$ cat src/rtl/gpio_bank_pkg.sv
package gpio_bank_pkg;

  // Register offsets; software depends on these values.
  localparam int unsigned OFS_LEVEL = 'h00;
  localparam int unsigned OFS_DIR   = 'h04;
  localparam int unsigned OFS_SET   = 'h08;
  localparam int unsigned OFS_CLR   = 'h0C;
  localparam int unsigned OFS_EDGE0 = 'h10;
  localparam int unsigned OFS_EDGE1 = 'h14;
  localparam int unsigned OFS_EDGE2 = 'h18;
  localparam int unsigned OFS_SPARE = 'h20;

  typedef enum logic [2:0] {
    SEL_LEVEL,
    SEL_DIR,
    SEL_SET,
    SEL_CLR,
    SEL_EDGE,
    SEL_SPARE,
    SEL_NONE
  } reg_sel_e;

endpackage

$ cat src/rtl/gpio_bank_decode.sv
module gpio_bank_decode
  import gpio_bank_pkg::*;
#(
  parameter int ADDR_W = 8
) (
  input  logic [ADDR_W-1:0] addr,
  output reg_sel_e          sel
);

  always_comb begin
    if      (addr == ADDR_W'(OFS_LEVEL)) sel = SEL_LEVEL;
    else if (addr == ADDR_W'(OFS_DIR))   sel = SEL_DIR;
    else if (addr == ADDR_W'(OFS_SET))   sel = SEL_SET;
    else if (addr == ADDR_W'(OFS_CLR))   sel = SEL_CLR;
    else if (addr == ADDR_W'(OFS_EDGE0) ||
             addr == ADDR_W'(OFS_EDGE1) ||
             addr == ADDR_W'(OFS_EDGE2)) sel = SEL_EDGE;
    else if (addr == ADDR_W'(OFS_SPARE)) sel = SEL_SPARE;
    else                                 sel = SEL_NONE;
  end

endmodule

$ cat src/rtl/gpio_level_ctrl.sv
module gpio_level_ctrl #(
  parameter int W = 32
) (
  input  logic         clk,
  input  logic         rst,
  input  logic         set_stb,
  input  logic         clr_stb,
  input  logic [W-1:0] data,
  input  logic [W-1:0] dir,
  output logic [W-1:0] level,
  output logic         no_target
);

  logic [W-1:0] hit;

  // Only output pins are eligible for a change.
  assign hit       = data & dir;
  assign no_target = (set_stb || clr_stb) && (hit == '0);

  for (genvar i = 0; i < W; i++) begin : g_bit
    always_ff @(posedge clk) begin
      if (rst)                       level[i] <= 1'b0;
      else if (set_stb && hit[i])    level[i] <= 1'b1;
      else if (clr_stb && hit[i])    level[i] <= 1'b0;
    end
  end

endmodule

$ cat src/rtl/gpio_bank_rdmux.sv
module gpio_bank_rdmux
  import gpio_bank_pkg::*;
#(
  parameter int W = 32
) (
  input  logic         clk,
  input  logic         rst,
  input  logic         rd_stb,
  input  reg_sel_e     sel,
  input  logic [W-1:0] level,
  input  logic [W-1:0] dir,
  input  logic [W-1:0] spare,
  output logic [W-1:0] rdata
);

  logic [W-1:0] mux_q;

  always_comb begin
    unique case (sel)
      SEL_LEVEL: mux_q = level;
      SEL_DIR:   mux_q = dir;
      SEL_SPARE: mux_q = spare;
      default:   mux_q = '0;
    endcase
  end

  always_ff @(posedge clk) begin
    if (rst)         rdata <= '0;
    else if (rd_stb) rdata <= mux_q;
  end

endmodule

$ cat src/rtl/gpio_port_regs.sv
module gpio_port_regs
  import gpio_bank_pkg::*;
#(
  parameter int W      = 32,
  parameter int ADDR_W = 8
) (
  input  logic              clk,
  input  logic              rst,
  input  logic              wr_en,
  input  logic              rd_en,
  input  logic [ADDR_W-1:0] addr,
  input  logic [W/8-1:0]    be,
  input  logic [W-1:0]      wdata,
  output logic [W-1:0]      rdata,
  output logic              err_pulse,
  output logic [W-1:0]      pin_level,
  output logic [W-1:0]      pin_dir
);

  localparam int BE_W = W / 8;

  reg_sel_e     sel_raw;
  reg_sel_e     sel;
  logic         word_ok;
  logic         set_stb;
  logic         clr_stb;
  logic         no_target;
  logic         wr_bad;
  logic         rd_bad;
  logic [W-1:0] spare_q;

  gpio_bank_decode #(.ADDR_W(ADDR_W)) u_dec (
    .addr (addr),
    .sel  (sel_raw)
  );

  // A narrow transfer is treated as an access to nothing.
  assign word_ok = (be == {BE_W{1'b1}});
  assign sel     = word_ok ? sel_raw : SEL_NONE;

  assign set_stb = wr_en && (sel == SEL_SET);
  assign clr_stb = wr_en && (sel == SEL_CLR);

  gpio_level_ctrl #(.W(W)) u_lvl (
    .clk       (clk),
    .rst       (rst),
    .set_stb   (set_stb),
    .clr_stb   (clr_stb),
    .data      (wdata),
    .dir       (pin_dir),
    .level     (pin_level),
    .no_target (no_target)
  );

  always_ff @(posedge clk) begin
    if (rst) begin
      pin_dir <= '0;
      spare_q <= '0;
    end else if (wr_en) begin
      if (sel == SEL_DIR)   pin_dir <= wdata;
      if (sel == SEL_SPARE) spare_q <= wdata;
    end
  end

  gpio_bank_rdmux #(.W(W)) u_rd (
    .clk    (clk),
    .rst    (rst),
    .rd_stb (rd_en),
    .sel    (sel),
    .level  (pin_level),
    .dir    (pin_dir),
    .spare  (spare_q),
    .rdata  (rdata)
  );

  assign wr_bad = wr_en && ((sel == SEL_NONE) || (sel == SEL_LEVEL) || no_target);
  assign rd_bad = rd_en && !((sel == SEL_LEVEL) || (sel == SEL_DIR) || (sel == SEL_SPARE));

  always_ff @(posedge clk) begin
    if (rst) err_pulse <= 1'b0;
    else     err_pulse <= wr_bad || rd_bad;
  end

endmodule

$ cat config.mk
export PLATFORM = sky130hd
export DESIGN_NAME = gpio_port_regs
export DESIGN_NICKNAME = d
export VERILOG_FILES = /design/src/rtl/gpio_bank_pkg.sv /design/src/rtl/gpio_bank_decode.sv /design/src/rtl/gpio_level_ctrl.sv /design/src/rtl/gpio_bank_rdmux.sv /design/src/rtl/gpio_port_regs.sv
export SDC_FILE = /design/constraint.sdc
export NUM_CORES = 1
export LEC_CHECK = 0
export ABC_AREA = 1
export CORE_MARGIN = 1.5
export CORE_UTILIZATION = 47
export CTS_BUF_LIST = sky130_fd_sc_hd__clkbuf_4
export DETAILED_ROUTE_END_ITERATION = 6
export PLACE_DENSITY = 0.79
export REMOVE_ABC_BUFFERS = 1
export SKIP_CTS_REPAIR_TIMING = 1
export SYNTH_ARGS = -nofsm -noshare
export SYNTH_HDL_FRONTEND = slang
export SYNTH_SLANG_ARGS = --single-unit
$ cat constraint.sdc
create_clock -name clk -period 1.7 [get_ports clk]
set_input_delay 0.34 -clock clk [delete_from_list [all_inputs] [get_ports clk]]
set_output_delay 0.34 -clock clk [all_outputs]
set_load 0.05 [all_outputs]
==> metrics.md, run 1 <==
| Metric | Value |
|---|---|
| Initial Util | `0.483` |
| Min-delay worst type | `in -> reg` |
| CTS Sinks | `129` |
| Largest family of logic cells by synthesized area | `simple AND/OR/NAND/NOR gates` |
| DRT Pass-1 Iters | `6` |
| Critical path buffer and inverter count | `5` |
| DR WL/cell | `17.5 um` |
| Rel. slew slack | `0.787` |
| Hold Path End | `u_lvl.level[20]` |
| Crit-path cells | `clkdlybuf4s50_1 -> nand2_1 -> inv_1 -> nand2_4 -> nor3_2 -> buf_4 -> nand2_2 -> a21oi_4 -> buf_12 -> buf_12 -> nand2_1 -> a21oi_1` |
| CTS buffer count | `17` |
| Die height | `117 um` |
| Total GRT Usage | `0.306` |
| Via density per instance | `5.79` |
| FF-to-FF setup slack | `0.09 ns` |
| Critical Path RT | `2.16 ns` |
| Gr ovfl total | `0` |
| Count of final setup violators | `0` |
| Global-route wire length before repair | `32800 um` |
| CP Class | `in -> reg` |
| DRT antenna net count | `0` |
| Synth Area in Compound Gates | `0.161` |
| Placed Instances | `1219` |
| Mux cell area share after synthesis | `0` |
| Max Clock Freq | `598 MHz` |
| Min Clock Period, post-route | `1.67 ns` |
| Worst-path fanout max | `10` |
| Synth Area in Simple Gates | `0.333` |
| Root buffer cell | `clkbuf_4` |
| Syn Std Cell Area | `6090 sq um` |
| H-tree Lvls | `4` |
| Xor-xnor portion of the synthesized cell area | `0` |
| Crit. End Element | `flop` |
| Placer congestion estimate | `0.894` |
| Mapped Cells | `879` |
| Max_cap viols | `0` |
| Final net count | `1123` |
| Width of the die | `117 um` |
| Hold Vio Cnt, Final | `0` |
| Synthesized area per cell | `6.93 sq um` |
| CP Data Arrival Time | `2.13 ns` |
| Library cells used by synthesis | `24` |
| Diodes inserted | `0` |
| Leakage | `3.68 nW` |
| Hold Crit Depth | `2` |
| Synth Warn # | `0` |
| Outcome | `completed` |
| FF-to-FF Start | `pin_dir[21]` |
| Initial antenna violation count | `0` |
| Proportion of layout cells with a drive suffix above 1 | `0.246` |
| Layout Cells excl Fill | `1260` |
| Detailed-route via count | `7300` |
| Buffers added on ports | `144` |
| Clk_lat worst skew | `0.53 ns` |
| Post-Synth Adder-Cell Area | `0` |
| DRT iter0 DRCs | `924` |
| Pin count of the biggest net entering global routing | `65` |
| Final Max Tran Viols | `0` |
| Total wire length | `22100 um` |
| Dpl hpwl | `13900 um` |
| Slowest Stage Delay on Critical Path | `0.45 ns` |
| Setup crit start kind | `input port` |
| Final Cell Area | `8640 sq um` |
| Reg2Reg Capture Point | `err_pulse` |
| Vias in the first global route | `6512` |
| Clk pin slew, worst setup/hold paths | `0.12 ns` |
| Clk_skew | `0.0209 ns` |
| DIE AREA | `13600 sq um` |
| Cell family with most CP delay | `buffers and inverters` |
| Fin Setup TNS | `0 ns` |
| Cell row count | `41` |
| Area Growth Syn to Fin | `41.9%` |
| CTS tree | `yes` |
| Pwr Density | `686 nW/um^2` |
| Core box area | `12600 sq um` |
| # IOs | `145` |
| Final Cycle Share | `0.984` |
| Post-route DRC | `0` |
| Slowest-stage cell, CP | `clkdlybuf4s50_1` |
| Post-synthesis sequential area ratio | `0.424` |
| Placed cell area | `7910 sq um` |
| Worst vdd ir | `0.308 mV` |
| Longest Clk Path Bufs | `2` |
| Min-delay src | `rst` |
| Fill cells | `1045` |
| Slew @ Worst Pin | `0.319 ns` |
| Reg2reg path depth | `9` |
| FF+latch count, synth | `129` |
[cells in the final DEF, fill, tap and decap left out, types with 5 or more instances in the layout]
| master | netlist | routed |
|---|---|---|
| a21oi_1 | 97 | 89 |
| a21oi_2 | 0 | 8 |
| buf_12 | 0 | 10 |
| buf_4 | 9 | 168 |
| buf_6 | 3 | 10 |
| bufinv_16 | 0 | 5 |
| clkbuf_4 | 0 | 20 |
| clkdlybuf4s50_1 | 0 | 38 |
| dfxtp_1 | 129 | 129 |
| dlymetal6s2s_1 | 0 | 8 |
| inv_1 | 42 | 40 |
| nand2_1 | 178 | 172 |
| nand2_2 | 2 | 6 |
| nand2_4 | 3 | 5 |
| nand3_1 | 70 | 67 |
| nand4_1 | 74 | 74 |
| nor2_1 | 106 | 105 |
| nor2_4 | 2 | 6 |
| o21ai_0 | 73 | 49 |
| o21ai_1 | 23 | 47 |
[area by class of cell]
class | instances | area, sq um | area share
inverter | 46 | 178 | 0.0206
multi-input combinational | 639 | 3120 | 0.361
tap | 172 | 215 | 0.0249
timing repair buffer | 242 | 2200 | 0.255
clock buffer | 20 | 150 | 0.0174
sequential | 129 | 2580 | 0.299
clock inverter | 12 | 189 | 0.0219
[synthesized netlist by cell type]
library cell | n | share of area
inv_1 | 42 | 0.026
nand3_2 | 2 | 0.0033
o21ai_1 | 23 | 0.019
a21oi_1 | 97 | 0.080
dfxtp_1 | 129 | 0.42
buf_2 | 19 | 0.016
inv_4 | 1 | 0.0010
buf_4 | 9 | 0.011
nor3_1 | 2 | 0.0016
nor2_2 | 5 | 0.0051
nand2_2 | 2 | 0.0021
nor3_4 | 1 | 0.0027
nand3_1 | 70 | 0.058
buf_6 | 3 | 0.0055
clkbuf_1 | 32 | 0.020
buf_1 | 2 | 0.0012
o21ai_0 | 73 | 0.060
nand2_1 | 178 | 0.11
inv_2 | 3 | 0.0018
nand4_1 | 74 | 0.076
nor2_4 | 2 | 0.0037
nor2_1 | 106 | 0.065
a21oi_4 | 1 | 0.0027
nand2_4 | 3 | 0.0055
[sequential cells by signal (all words and copies together), names as in the netlist]
register,cells
err_pulse,1
u_rd.rdata,32
u_lvl.level,32
spare_q,32
pin_dir,32
[power by group]
part | internal (mW) | switching (mW)
Combinational | 0.193 | 0.216
Clock | 1.35 | 1.14
Sequential | 3.02 | 0.000353
Total | 4.56 | 1.36
[stage by stage]
step,total power [mW],hold slack (ns),utilization,worst slack (ns)
floorplan,3.18,0.409,-,-3.57
global placement,3.47,0.456,0.627,-0.523
detailed placement,3.47,0.456,0.627,-0.557
CTS,5.90,0.158,0.654,-0.0294
global route,6.08,0.158,0.685,-0.0301
finish,5.92,0.183,0.685,0.0275
[worst max path at each step]
stage | start | endpoint | slack (ns) | cells after the start
after floorplan | be[2] | u_rd.rdata[0] | -3.57 | 8
after global placement | addr[7] | u_rd.rdata[4] | -0.52 | 12
after detailed placement | addr[4] | u_rd.rdata[4] | -0.56 | 12
after CTS | addr[4] | spare_q[15] | -0.03 | 14
after global routing | be[2] | u_rd.rdata[28] | -0.03 | 12
final | be[0] | u_rd.rdata[28] | 0.03 | 12
[metal layers]
layer	share of wire	wire length [um]	vias up	global-route usage
li1	-	-	3392	-
met1	0.40	8930	3355	0.413
met2	0.46	10200	480	0.493
met3	0.11	2330	73	0.0572
met4	0.027	597	0	0.109
met5	0	0	-	0
[logic make-up (layout without fill, tap and decap cells)]
kind of cell | after synthesis | count (layout)
buffers and inverters | 111 | 320
AO/OA/AOI/OAI | 194 | 194
flip-flops | 129 | 129
AND/OR/NAND/NOR | 445 | 445
Power figures use the tool's default switching activity.
==> run 2, diff against run 1 <==
--- a/config.mk
+++ b/config.mk
@@ -9,6 +9,7 @@
 export CORE_MARGIN = 1.5
 export CORE_UTILIZATION = 47
 export CTS_BUF_LIST = sky130_fd_sc_hd__clkbuf_4
+export CTS_CLUSTER_SIZE = 8
 export DETAILED_ROUTE_END_ITERATION = 6
 export PLACE_DENSITY = 0.79
 export REMOVE_ABC_BUFFERS = 1
==> results of run 2 <==
Final layout, timing and power as in run 1 (identical DEF).
